**config.mk**
```make
export PLATFORM = sky130hd
export DESIGN_NAME = ld_align_unit
export DESIGN_NICKNAME = d
export VERILOG_FILES = /design/src/rtl/ld_pkg.sv /design/src/rtl/ld_decode.sv /design/src/rtl/ld_extract.sv /design/src/rtl/ld_merge.sv /design/src/rtl/ld_align_unit.sv
export SDC_FILE = /design/constraint.sdc
export NUM_CORES = 1
export LEC_CHECK = 0
export BUFFER_PORTS_ARGS = -buffer_cell sky130_fd_sc_hd__buf_2
export CORE_ASPECT_RATIO = 0.6
export CORE_MARGIN = 1.5
export CORE_UTILIZATION = 58
export CTS_CLUSTER_SIZE = 24
export DETAILED_ROUTE_END_ITERATION = 8
export PLACE_DENSITY_LB_ADDON = 0.1
export SKIP_LAST_GASP = 1
export SLEW_MARGIN = 5
export SYNTH_ARGS = -nofsm -noshare
export SYNTH_HDL_FRONTEND = slang
export SYNTH_HIERARCHICAL = 1
export SYNTH_SLANG_ARGS = --single-unit
```
**constraint.sdc**
```tcl
create_clock -name clk -period 4.9 [get_ports clk]
set_clock_uncertainty 0.05 [all_clocks]
set_input_delay 0 -clock clk [delete_from_list [all_inputs] [get_ports clk]]
set_output_delay 0 -clock clk [all_outputs]
set_load 0.01 [all_outputs]
```
**src/rtl/ld_pkg.sv**
```systemverilog
package ld_pkg;

  localparam int OP_W = 6;

  localparam logic [OP_W-1:0] OPC_BYTE_S  = 6'd32;
  localparam logic [OP_W-1:0] OPC_HALF_S  = 6'd33;
  localparam logic [OP_W-1:0] OPC_LEFT    = 6'd34;
  localparam logic [OP_W-1:0] OPC_WORD    = 6'd35;
  localparam logic [OP_W-1:0] OPC_BYTE_U  = 6'd36;
  localparam logic [OP_W-1:0] OPC_HALF_U  = 6'd37;
  localparam logic [OP_W-1:0] OPC_RIGHT   = 6'd38;
  localparam logic [OP_W-1:0] OPC_LINKED  = 6'd48;

  typedef enum logic [2:0] {
    K_NONE  = 3'd0,
    K_BYTE  = 3'd1,
    K_HALF  = 3'd2,
    K_WORD  = 3'd3,
    K_LEFT  = 3'd4,
    K_RIGHT = 3'd5
  } ld_kind_e;

  typedef struct packed {
    ld_kind_e kind;
    logic     signed_ext;
  } ld_dec_t;

endpackage

```
**src/rtl/ld_decode.sv**
```systemverilog
module ld_decode
  import ld_pkg::*;
(
  input  logic [OP_W-1:0] op,
  output ld_dec_t         dec
);

  always_comb begin
    dec = '{kind: K_NONE, signed_ext: 1'b0};
    case (op)
      OPC_BYTE_S: dec = '{kind: K_BYTE,  signed_ext: 1'b1};
      OPC_BYTE_U: dec = '{kind: K_BYTE,  signed_ext: 1'b0};
      OPC_HALF_S: dec = '{kind: K_HALF,  signed_ext: 1'b1};
      OPC_HALF_U: dec = '{kind: K_HALF,  signed_ext: 1'b0};
      OPC_WORD,
      OPC_LINKED: dec = '{kind: K_WORD,  signed_ext: 1'b0};
      OPC_LEFT:   dec = '{kind: K_LEFT,  signed_ext: 1'b0};
      OPC_RIGHT:  dec = '{kind: K_RIGHT, signed_ext: 1'b0};
      default:    dec = '{kind: K_NONE,  signed_ext: 1'b0};
    endcase
  end

endmodule

```
**src/rtl/ld_extract.sv**
```systemverilog
module ld_extract #(
  parameter int DATA_W = 32,
  localparam int NLANE = DATA_W / 8,
  localparam int AW    = $clog2(NLANE),
  localparam int NHALF = NLANE / 2
) (
  input  logic [DATA_W-1:0] word,
  input  logic [AW-1:0]     addr,
  input  logic              is_half,
  input  logic              signed_ext,
  output logic [DATA_W-1:0] ext
);

  logic [7:0]  byte_sel;
  logic [15:0] half_sel;

  // Byte lane k holds bits 8k+7:8k.
  always_comb begin
    byte_sel = '0;
    for (int k = 0; k < NLANE; k++) begin
      if (addr == AW'(k)) byte_sel = word[8*k +: 8];
    end
  end

  // Upper address bits pick the halfword; bit 0 is not looked at.
  always_comb begin
    half_sel = '0;
    for (int h = 0; h < NHALF; h++) begin
      if (addr[AW-1:1] == (AW-1)'(h)) half_sel = word[16*h +: 16];
    end
  end

  always_comb begin
    if (is_half)
      ext = {{(DATA_W-16){signed_ext & half_sel[15]}}, half_sel};
    else
      ext = {{(DATA_W-8){signed_ext & byte_sel[7]}}, byte_sel};
  end

endmodule

```
**src/rtl/ld_merge.sv**
```systemverilog
module ld_merge #(
  parameter int DATA_W = 32,
  localparam int NLANE = DATA_W / 8,
  localparam int AW    = $clog2(NLANE)
) (
  input  logic [DATA_W-1:0] word,
  input  logic [DATA_W-1:0] old,
  input  logic [AW-1:0]     addr,
  input  logic              left,
  output logic [DATA_W-1:0] merged
);

  for (genvar i = 0; i < NLANE; i++) begin : g_lane
    logic [7:0] l_pick;
    logic [7:0] r_pick;

    // Left merge: lane i takes word lane i-a when i >= a, else keeps old.
    always_comb begin
      l_pick = old[8*i +: 8];
      for (int k = 0; k < NLANE; k++) begin
        if (k + int'(addr) == i) l_pick = word[8*k +: 8];
      end
    end

    // Right merge: lane i takes word lane i+N-a when i < a, else keeps old.
    always_comb begin
      r_pick = old[8*i +: 8];
      for (int k = 0; k < NLANE; k++) begin
        if (addr != '0 && k == i + NLANE - int'(addr)) r_pick = word[8*k +: 8];
      end
    end

    assign merged[8*i +: 8] = left ? l_pick : r_pick;
  end

endmodule

```
**src/rtl/ld_align_unit.sv**
```systemverilog
module ld_align_unit
  import ld_pkg::*;
#(
  parameter int DATA_W = 32,
  localparam int NLANE = DATA_W / 8,
  localparam int AW    = $clog2(NLANE)
) (
  input  logic              clk,
  input  logic              rst,
  input  logic              in_valid,
  input  logic [OP_W-1:0]   in_op,
  input  logic [AW-1:0]     in_addr,
  input  logic [DATA_W-1:0] in_word,
  input  logic [DATA_W-1:0] in_old,
  output logic              out_valid,
  output logic [DATA_W-1:0] out_data,
  output logic              out_misalign
);

  ld_dec_t           dec;
  logic [DATA_W-1:0] ext_val;
  logic [DATA_W-1:0] merge_val;
  logic [DATA_W-1:0] next_data;
  logic              next_mis;

  ld_decode u_dec (
    .op  (in_op),
    .dec (dec)
  );

  ld_extract #(.DATA_W(DATA_W)) u_ext (
    .word       (in_word),
    .addr       (in_addr),
    .is_half    (dec.kind == K_HALF),
    .signed_ext (dec.signed_ext),
    .ext        (ext_val)
  );

  ld_merge #(.DATA_W(DATA_W)) u_mrg (
    .word   (in_word),
    .old    (in_old),
    .addr   (in_addr),
    .left   (dec.kind == K_LEFT),
    .merged (merge_val)
  );

  always_comb begin
    case (dec.kind)
      K_BYTE, K_HALF:  next_data = ext_val;
      K_WORD:          next_data = in_word;
      K_LEFT, K_RIGHT: next_data = merge_val;
      default:         next_data = in_old;
    endcase
    next_mis = (dec.kind == K_WORD) && (in_addr != '0);
  end

  always_ff @(posedge clk) begin
    if (rst) begin
      out_valid    <= 1'b0;
      out_data     <= '0;
      out_misalign <= 1'b0;
    end else begin
      out_valid <= in_valid;
      if (in_valid) begin
        out_data     <= next_data;
        out_misalign <= next_mis;
      end
    end
  end

endmodule

```
==> metrics.md, run 1 <==
| Metric | Value |
|---|---|
| EDFF count, synth | 0 |
| Fin crit share | 61.3% |
| Mapped Area | 0.00472 mm² |
| Fin. Hold Viols | 0 |
| Flop2flop setup slack | approximately 3.9 ns |
| Nature of the critical path endpoint | register |
| Post-CTS sizing | 0 |
| Hold Path Class | primary input to register |
| Largest family of logic cells by synthesized area | multiplexers |
| CP Buf/Inv Count | 1 |
| Critical path depth | 10 |
| # port buffers | 108 |
| Seq/Total Area, Yosys | 14.4% |
| Gr usage total | 37.9% |
| Max clock buf depth | 2 |
| R2R depth | 2 |
| Startpoint types | primary input |
| DRC | 0 |
| I/O pin cnt | roughly 110 |
| Asr flop ratio synth | 0% |
| Delay-heaviest family, CP | simple AND/OR/NAND/NOR gates |
| Die height | around 73 µm |
| Minimum clock period | 3.00 ns |
| CTS tree | yes |
| Setup crit start | in_op[0] |
| Hpwl dp | roughly 11 mm |
| Die width | approximately 120 µm |
| RSZ-0062 raised after global routing | false |
| Synth Instances | between 500 and 600 |
| Starting DRC count in detailed routing | 603 |
| Gpl congestion | about 0.96 |
| Setup TNS | 0 ns |
| Critical path required time | 5.01 ns |
| FF-to-FF Start | out_data[26]$_SDFFE_PP0P_ |
| Clock tree root driver cell | clkbuf_16 |
| Status | finished, final reports clean |
| Post-CTS Hold Buffers | 0 |
| CP arrival | 3.12 ns |
| Slowest CP cell | nor3b_2 |
| ANT nets after route | 0 |
| Overall routed net length | 16.6 mm |
| Syn avg cell area | 9.00 µm² |
| Share of cells above drive strength 1 | 47.2% |
| Initial antenna violation count | 1 |
| CP max stage delay | a little under 0.8 ns |
| R2R Path End | out_data[26]$_SDFFE_PP0P_ |
| Routed length per instance | 24.2 µm |
| Post-synthesis xor/xnor area fraction | 0% |
| FMAX | 0.333 GHz |
| Row count | 25 |
| Final Non-Filler Cells | 688 |
| Hold Path Stages | 4 |
| Synthesized netlist net count | 600 |
| WS Path Type | primary input to register |
| Post-CTS Setup Bufs | 0 |
| Initial core utilization | between 50% and 60% |
| 1st-pass router iterations | 5 |
| Nets | between 600 and 700 |
| Area share of and/or/nand/nor cells after synthesis | 13.5% |
| Prevailing post-synth register cell | dfxtp_1 |
| Clk pin slew, worst setup/hold paths | 0.06 ns |
| Placed Cells | about 700 |
| Max Cap Violations | 0 |
| H-tree depth | 2 |
| Setup violators final | 0 |
| Worst rel slew slack | 21.3% |
| # diodes | 0 |
| Transition time of the tightest slew-check pin | 1.18 ns |
| Congestion Overflow GR | 0 |
| Sinks on Clock Net | 34 |
| Slew Viols, Final | 0 |
| Clk_lat worst skew | 0.28 ns |
| Critical path destination | out_data[0]$_SDFFE_PP0P_ |
| Area growth syn-to-layout | 10.0% |
| Distinct cells, synth | 45 |
| First-pass GRT wire length | 25.0 mm |
| CP Max Fanout | 18 |
| Core Box Area | 0.00788 mm² |
| Synth Register Bits | 34 |
| Adder-Cell Fraction of Synth Area | 0% |
| Vias in the first global route | 4,310 |
| Drt via density | 6.98 |
| Maximum vdd drop | 160 µV |
| Critical path cell sequence | buf_2 -> nor4b_1 -> a31oi_1 -> nor2_4 -> nor3b_2 -> nand2b_1 -> mux4_1 -> mux2_2 -> o22ai_1 -> o21ai_0 |
| YS warnings | 6 |
| Die area | 0.00871 mm² |
| Post-synthesis mux area share | around two fifths |
| Post-synthesis compound-gate area fraction | roughly 23% |
| Vias post-DR | 4,802 |
| Static leakage | 2.26 nW |
| Largest net degree at the start of global routing | 83 |
| Number of CTS-inserted buffers | 5 |
| PwrDens | 204 mW/mm² |
## tightest hold or removal path, delay by kind of cell
| kind | cells | cell delay, ns |
|---|---|---|
| buffers and inverters | 1 | 0.11 |
| muxes | 1 | 0.14 |
| AOI/OAI and AO/OA | 2 | 0.15 |
## flip-flops by register name (all words and copies together), names as in the netlist
signal / flops
out_valid: 1
out_data: 32
out_misalign: 1
## Yosys cell counts, types with 2 or more instances
library cell  instances  area share (%)
o21ai_1              19             2.0
a222oi_1              8             1.7
clkbuf_1             19             1.5
mux2_2               97              23
mux4_1                3             1.7
mux4_2                4             1.9
inv_1                 2            0.16
a221oi_1              8             1.5
and3_1                8             1.1
dfxtp_1              34              14
buf_6                10             2.4
and2b_1               2            0.32
nand2_1              11            0.87
o21ai_0              54             5.7
a211oi_1             16             2.5
nor4b_1               2            0.37
nand2b_1             12             1.6
mux2i_1              48              10
or3b_2               32             5.9
buf_4                23             3.7
o22ai_1              31             4.1
nor2b_1               2            0.26
a21o_1               16             2.5
nor2_1               12            0.95
buf_1                 5            0.40
mux2_4                9             2.9
nor3_1                2            0.21
o221ai_1              8             1.5
buf_2                11             1.2
nor3b_1               2            0.32
## stage by stage
stage | power, W | instance area (µm²) | hold slack [ns] | util, % | worst slack [ns]
after detailed placement | 0.000690 | 5030 | 0.352 | 63.8 | 1.69
final | 0.00106 | 5200 | 0.100 | 65.9 | 1.90
after CTS | 0.00106 | 5200 | 0.0985 | 65.9 | 1.97
after global placement | 0.000684 | 5030 | 0.358 | 63.8 | 1.65
after global routing | 0.00110 | 5200 | 0.130 | 65.9 | 1.64
after floorplan | 0.000567 | 4720 | 0.141 | - | 1.73
## cell type report
type                            instances  area [µm²]
Clock buffer                            8         166
Fill cell                             683        2690
Inverter                                2        7.51
Multi-Input combinational cell        420        3610
Timing Repair Buffer                  116         601
Sequential cell                        34         681
Tap cell                              108         135
## logic make-up (layout without fill, tap and decap cells)
kind of cell    after synthesis  count (layout)
compound gates              166             166
mux                         161             161
flops                        34              34
simple gates                 93              93
buf+inv                      71             126
## where the power goes
part | leakage (nW) | switching [W] | total (W) | internal, W
registers | 0.280 | 0.00000885 | 0.000306 | 0.000297
clock network | 0.0832 | 0.000132 | 0.000363 | 0.000231
logic | 1.89 | 0.000213 | 0.000394 | 0.000181
total | 2.26 | 0.000354 | 0.00106 | 0.000708
## layout by cell type, fill, tap and decap left out, drive strengths merged, types with 2 or more instances in the layout
| master | instances |
|---|---|
| nand2b | 12 |
| and2b | 2 |
| mux4 | 7 |
| clkbuf | 8 |
| dfxtp | 34 |
| a21o | 16 |
| nor3 | 2 |
| inv | 2 |
| o21ai | 73 |
| a221oi | 8 |
| o22ai | 32 |
| nor2 | 13 |
| mux2 | 106 |
| buf | 116 |
| o221ai | 8 |
| nor4b | 2 |
| or3b | 32 |
| a21oi | 2 |
| nand2 | 11 |
| and3 | 8 |
| a211oi | 16 |
| a222oi | 8 |
| mux2i | 48 |
| nor3b | 2 |
| nor2b | 2 |
## worst min-delay path by stage
stage                              start                         to  slack [ns]
finish                        in_old[19]  out_data[19]$_SDFFE_PP0P_         0.1
global route                  in_old[19]  out_data[19]$_SDFFE_PP0P_        0.13
CTS                           in_old[19]  out_data[19]$_SDFFE_PP0P_         0.1
detailed placement  out_valid$_SDFF_PP0_                  out_valid        0.35
global placement    out_valid$_SDFF_PP0_                  out_valid        0.36
floorplan                            rst  out_data[21]$_SDFFE_PP0P_        0.14
## layer usage
metal  share of wire (%)  GRT usage [%]  wire length [µm]
met1                  43           53.7              7190
met3                  13           11.9              2180
met2                  42           56.0              6970
met5                   0              0                 0
met4                 1.7           9.66               282
No activity file was read; power rests on OpenSTA's default activity.
==> inputs of run 2 (changes only) <==
--- a/config.mk
+++ b/config.mk
@@ -8,7 +8,7 @@
 export BUFFER_PORTS_ARGS = -buffer_cell sky130_fd_sc_hd__buf_2
 export CORE_ASPECT_RATIO = 0.6
 export CORE_MARGIN = 1.5
-export CORE_UTILIZATION = 58
+export CORE_UTILIZATION = 56
 export CTS_CLUSTER_SIZE = 24
 export DETAILED_ROUTE_END_ITERATION = 8
 export PLACE_DENSITY_LB_ADDON = 0.1
==> constraint.sdc (replaced) <==
create_clock -name clk -period 3 [get_ports clk]
set_clock_uncertainty 0.05 [all_clocks]
set_input_delay 0 -clock clk [delete_from_list [all_inputs] [get_ports clk]]
set_output_delay 0 -clock clk [all_outputs]
set_load 0.01 [all_outputs]
==> run 2 against run 1 <==
Against the previous run:
- cell count rose by 0.29%
- sequential share of layout area down 0.072 points
- power rose by 59%
- combinational power rose by 63%
- sequential cell count unchanged
- clock power grew 50%
- count of clock-buffer cells in the layout down 1
- sequential power rose by 63%
- non-clock buffer count rose by 2
- utilization is 0.92 points lower
- wire length down 4.7%
==> metrics.md, run 2 (same netlist as run 1, synthesis figures left out) <==
| Metric | Value |
|---|---|
| Largest register FFs | 32 (unchanged) |
| Die area | 0.00901 mm² (+3.5%) |
| Nature of the critical path endpoint | register |
| Clk pin slew, worst setup/hold paths | 0.06 ns (about the same) |
| Routed length per instance | 23.0 µm (-4.9%) |
| Hold Startpoint | in_old[17] |
| Post-CTS sizing | 0 (unchanged) |
| Fin. Hold Viols | 0 (unchanged) |
| Startpoint types | primary input |
| Critical path required time | 3.12 ns (-1.89 ns) |
| Registers with the most flip-flops | out_data (32), out_misalign (1), out_valid (1) |
| Max clock buf depth | 2 (unchanged) |
| Maximum vdd drop | 219 µV (+37%) |
| Initial antenna violation count | 0 (-1) |
| Nets | 656 (+0.31%) |
| Most frequent cells in the layout | buf_2, mux2_2, o21ai_0 |
| Max Cap Violations | 0 (unchanged) |
| Minimum clock period | 2.64 ns |
| 1st-pass router iterations | 7 (+2) |
| Share of cells above drive strength 1 | 47.1% (-0.16 points) |
| Area growth syn-to-layout | 10.6% |
| Fin crit share | 88.0% |
| PwrDens | 323 mW/mm² (+58%) |
| Setup TNS | 0 ns (unchanged) |
| # diodes | 0 (unchanged) |
| Overall routed net length | 15.8 mm (-4.7%) |
| Static leakage | 2.27 nW (+0.40%) |
| CP max stage delay | 0.59 ns (-0.18 ns) |
| Vias post-DR | 4,754 (-1.0%) |
| Post-CTS Hold Buffers | 0 (unchanged) |
| First-pass GRT wire length | 24.0 mm (-4.1%) |
| Hold Path Class | primary input to register |
| Worst rel slew slack | 15.9% (-5.4 points) |
| Core Box Area | 0.00804 mm² (+2.0%) |
| Clk_lat worst skew | 0.28 ns (about the same) |
| CP Max Fanout | 8 (-10) |
| Transition time of the tightest slew-check pin | 1.26 ns (+0.0807 ns) |
| Gpl congestion | 1.02 (+6.7%) |
| Final core utilization | 65.0% (-0.92 points) |
| Number of CTS-inserted buffers | 5 (unchanged) |
| CTS tree | yes |
| FF-to-FF Start | out_data[7]$_SDFFE_PP0P_ |
| Critical path cell sequence | buf_2 -> nor4b_1 -> a31oi_1 -> nor2_4 -> nor3b_1 -> nand2b_1 -> mux4_1 -> mux2_2 -> o22ai_1 -> o21ai_0 |
| Slew Viols, Final | 0 (unchanged) |
| Largest net degree at the start of global routing | 98 (+18%) |
| H-tree depth | 2 (unchanged) |
| Setup violators final | 0 (unchanged) |
| Clock tree root driver cell | clkbuf_16 |
| CP Buf/Inv Count | 1 (unchanged) |
| Most flops, register | out_data |
| Leading cell type in the layout, fill and taps excluded | buf_2 |
| Starting DRC count in detailed routing | 529 (-12%) |
| I/O pin cnt | 109 (unchanged) |
| Die height | 74.1 µm (+1.7%) |
| DRC | 0 (unchanged) |
| FMAX | 0.379 GHz |
| Setup crit start | in_op[0] |
| Final Total Pwr | 0.00169 W (+59%) |
| Vias in the first global route | 4,259 (-1.2%) |
| WS Path Type | primary input to register |
| CP arrival | 2.76 ns (-0.36 ns) |
| ANT nets after route | 0 (unchanged) |
| # port buffers | 108 (unchanged) |
| Status | finished, final reports clean |
| Drt via density | 6.89 (-1.3%) |
| Row count | 25 (unchanged) |
| Initial core utilization | 58.8% (-1.2 points) |
| Post-CTS Setup Bufs | 0 (unchanged) |
| Delay-heaviest family, CP | simple AND/OR/NAND/NOR gates |
| Sinks on Clock Net | 34 (unchanged) |
| Slowest CP cell | nor3b_1 |
| Gr usage total | 35.0% (-2.9 points) |
| RSZ-0062 raised after global routing | false |
| Die width | 122 µm (+1.7%) |
| Congestion Overflow GR | 0 (unchanged) |
| Hpwl dp | 11.1 mm (-1.9%) |
-- run 2: changes by cell type in the layout (fill, tap and decap cells not counted) --
cell | previous run | this run
buf_12 | 0 | 3
buf_4 | 8 | 7
clkbuf_1 | 0 | 1
clkbuf_8 | 3 | 1
clkinv_2 | 0 | 1
nor3b_1 | 0 | 1
nor3b_2 | 2 | 1
-- run 2: stage by stage --
step | hold slack (ns) | area (µm²) | worst slack, ns | cells
2_1_floorplan | 0.141 | 4730 | 0.257 | 525
3_3_place_gp | 0.352 | 5080 | 0.345 | 682
3_5_place_dp | 0.349 | 5080 | 0.170 | 682
4_1_cts | 0.106 | 5230 | 0.477 | 690
5_1_grt | 0.143 | 5230 | 0.195 | 690
6_report | 0.108 | 5230 | 0.360 | 690
-- run 2: final cells by class --
class                      instances  area [µm²]
clock inverter                     1        5.00
multi-input combinational        420        3600
sequential                        34         681
timing repair buffer             118         653
inverter                           2        7.51
fill                             715        2810
tap                              108         135
clock buffer                       7         143
-- run 2: path summary, 6_finish.rpt --
path	to	slack [ns]	depth (start not counted)
min reg2reg	out_misalign$_SDFFE_PP0P_	0.42	2
min	out_data[17]$_SDFFE_PP0P_	0.11	4
max	out_data[2]$_SDFFE_PP0P_	0.36	10
max reg2reg	out_data[7]$_SDFFE_PP0P_	1.99	2
-- run 2: layer usage --
metal	GRT usage (%)	part of all wire (%)	wire, µm
met1	50.1	45	7080
met2	51.7	41	6550
met3	11.4	13	2040
met4	6.80	1.1	169
met5	0	0	0
-- run 2: worst register-to-register path: stages (launching register included) --
cell     delay, ns
dfxtp_1       0.37
or3b_2        0.45
o21ai_0       0.07
-- run 2: report_power, final --
group	leakage [nW]	switching (W)	internal, W	total (W)
Clock	0.0739	0.000215	0.000330	0.000545
Combinational	1.91	0.000343	0.000300	0.000643
Sequential	0.280	0.0000149	0.000485	0.000500
==> inputs of run 3 (changes only) <==
--- a/config.mk
+++ b/config.mk
@@ -7,7 +7,7 @@
 export LEC_CHECK = 0
 export BUFFER_PORTS_ARGS = -buffer_cell sky130_fd_sc_hd__buf_2
 export CORE_ASPECT_RATIO = 0.6
-export CORE_MARGIN = 1.5
+export CORE_MARGIN = 2
 export CORE_UTILIZATION = 56
 export CTS_CLUSTER_SIZE = 24
 export DETAILED_ROUTE_END_ITERATION = 8
==> constraint.sdc (replaced) <==
create_clock -name clk -period 3 [get_ports clk]
set_clock_uncertainty 0.05 [all_clocks]
set_input_delay 0.15 -clock clk [delete_from_list [all_inputs] [get_ports clk]]
set_output_delay 0.15 -clock clk [all_outputs]
set_load 0.01 [all_outputs]
==> run 3 against run 2 <==
Against the previous run:
- the run now ends with design-rule violations left
- cell area increased by 0.77%
- wire length increased by 4.6%
- utilization increased by 0.50 points
- sequential cell count unchanged
- setup slack got worse by 0.086 ns
- cell count increased by 0.87%
- non-clock buffer count increased by 5
- sequential share of layout area decreased by 0.099 points
- via count increased by 0.19%
- first-iteration DRC count increased by 13%
- critical path type unchanged
- critical endpoint unchanged
==> metrics.md, run 3 (same netlist as run 1, synthesis figures left out) <==
| Metric | Value |
|---|---|
| Status | complete, but fails checks |
| Failing checks | design-rule violations |
| Starting DRC count in detailed routing | 597 (+13%) |
| Post-CTS Setup Bufs | 0 (unchanged) |
| H-tree depth | 2 (unchanged) |
| Die width | 123 µm (+0.82%) |
| Largest net degree at the start of global routing | 54 (-45%) |
| Die height | 75.1 µm (+1.3%) |
| Hpwl dp | 11.7 mm (+5.8%) |
| 1st-pass router iterations | 9 (+2) |
| CP arrival | 2.85 ns (+0.09 ns) |
| Sw Share | 34.5% (+0.52 points) |
| # port buffers | 108 (unchanged) |
| Clock share of power | 32.5% (+0.2 points) |
| Gpl congestion | 0.984 (-3.9%) |
| Transition time of the tightest slew-check pin | 0.728 ns (-0.533 ns) |
| Footprint of the multi-input gates | 0.00360 mm² (unchanged) |
| Core Box Area | 0.00804 mm² (unchanged) |
| CTS tree | yes |
| Number of CTS-inserted buffers | 5 (unchanged) |
| FMAX | 0.367 GHz (-3.2%) |
| PwrDens | 323 mW/mm² (+0.18%) |
| Flop2flop setup slack | 1.95 ns (-0.04 ns) |
| Int Power | 0.00112 W (+0.15%) |
| Minimum clock period | 2.73 ns (+0.0860 ns) |
| Startpoint types | primary input |
| Fin area | 0.00527 mm² (+0.77%) |
| Setup TNS | 0 ns (unchanged) |
| DRC | 2 (+2) |
| Initial core utilization | 58.8% (unchanged) |
| Clock tree root driver cell | clkbuf_16 |
| Clk_lat worst skew | 0.29 ns (about the same) |
| Hold Path Class | primary input to register |
| Clk pin slew, worst setup/hold paths | 0.06 ns (about the same) |
| Comb power frac | 38.2% (about the same) |
| Area growth syn-to-layout | 11.5% |
| Worst rel slew slack | 51.3% (+35 points) |
| Setup violators final | 0 (unchanged) |
| Overall routed net length | 16.6 mm (+4.6%) |
| Routed length per instance | 23.8 µm (+3.7%) |
| ANT nets after route | 0 (unchanged) |
| Slew Viols, Final | 0 (unchanged) |
| Sinks on Clock Net | 34 (unchanged) |
| Most flops, register | out_data |
| Maximum vdd drop | 209 µV (-4.6%) |
| Post-CTS Hold Buffers | 0 (unchanged) |
| Fin crit share | 90.9% (+2.9 points) |
| Registers with the most flip-flops | out_data (32), out_misalign (1), out_valid (1) |
| Vias post-DR | 4,763 (+0.19%) |
| CP Max Fanout | 12 (+4) |
| Static leakage | 2.29 nW (+1.1%) |
| Setup Slack @ Placement | 0.0942 ns (-0.0762 ns) |
| Nature of the critical path endpoint | register |
| Most frequent cells in the layout | buf_2, mux2_2, o21ai_0 |
| Post-CTS sizing | 0 (unchanged) |
| Largest register FFs | 32 (unchanged) |
| Initial antenna violation count | 1 (+1) |
| Seq. cell area | 681 µm² (unchanged) |
| Nets | 661 (+0.76%) |
| Switching Power | 0.000587 W (+2.5%) |
| First-pass GRT wire length | 24.6 mm (+2.6%) |
| Leading cell type in the layout, fill and taps excluded | buf_2 |
| Vias in the first global route | 4,251 (-0.19%) |
| RSZ-0062 raised after global routing | false |
| Die area | 0.00921 mm² (+2.2%) |
| Gr usage total | 35.9% (+0.91 points) |
| Drt via density | 6.84 (-0.67%) |
| Max Cap Violations | 0 (unchanged) |
| WS Path Type | primary input to register |
| Critical path required time | 3.12 ns (about the same) |
| Placed instance area | 0.00512 mm² (+0.74%) |
| Congestion Overflow GR | 0 (unchanged) |
| FILL cells | 665 (-7.0%) |
| Row count | 25 (unchanged) |
| Final worst slack | 0.274 ns (-0.0860 ns) |
| Final core utilization | 65.5% (+0.50 points) |
| Fin. Hold Viols | 0 (unchanged) |
| I/O pin cnt | 109 (unchanged) |
| Reg power frac | 29.3% (-0.3 points) |
| Share of cells above drive strength 1 | 47.5% (+0.45 points) |
| Max clock buf depth | 2 (unchanged) |
==> run 3: worst paths after layout <==
| path | start | endpoint | depth (start not counted) |
|---|---|---|---|
| worst max-delay path | in_op[0] | out_data[2]$_SDFFE_PP0P_ | 11 |
| worst min-delay path | in_old[16] | out_data[16]$_SDFFE_PP0P_ | 4 |
| worst max register to register | out_data[7]$_SDFFE_PP0P_ | out_data[7]$_SDFFE_PP0P_ | 2 |
| worst min register to register | out_misalign$_SDFFE_PP0P_ | out_misalign$_SDFFE_PP0P_ | 2 |
==> run 3: power by group through the flow <==
stage,combinational [W],sequential [W],clock [W]
6_report,0.000650,0.000499,0.000554
3_3_place_gp,0.000620,0.000508,0
3_5_place_dp,0.000629,0.000509,0
4_1_cts,0.000632,0.000500,0.000560
2_1_floorplan,0.000403,0.000523,0
5_1_grt,0.000690,0.000503,0.000578
==> run 3: final cells by class <==
class | instances | share of cell area, %
well taps | 108 | 2.57
flip-flops and latches | 34 | 12.9
diodes | 1 | 0.0475
clock buffers | 7 | 2.71
multi-input cells | 420 | 68.4
inverters | 2 | 0.143
repair buffers | 123 | 13.1
clock inverters | 1 | 0.0950
==> run 3: critical path, stage by stage <==
cell      delay (ns)
buf_2           0.13
nor4b_1         0.33
a31oi_1         0.14
nor2_4          0.16
nor3b_1         0.29
buf_4           0.25
nand2b_1        0.42
mux4_1          0.40
mux2_2          0.29
o22ai_1         0.17
o21ai_0         0.11
==> run 3: metrics by stage <==
stage | power, W | hold slack, ns | cells
after global routing | 0.00177 | 0.276 | 695
after CTS | 0.00169 | 0.253 | 695
after global placement | 0.00113 | 0.403 | 687
after floorplan | 0.000926 | 0.291 | 525
after detailed placement | 0.00114 | 0.410 | 687
final | 0.00170 | 0.251 | 696
==> run 3: routing by layer <==
layer | global-route usage, % | routed length (µm)
met3 | 11.7 | 2040
met1 | 50.7 | 7510
met4 | 7.28 | 195
met5 | 0 | 0
met2 | 53.8 | 6820
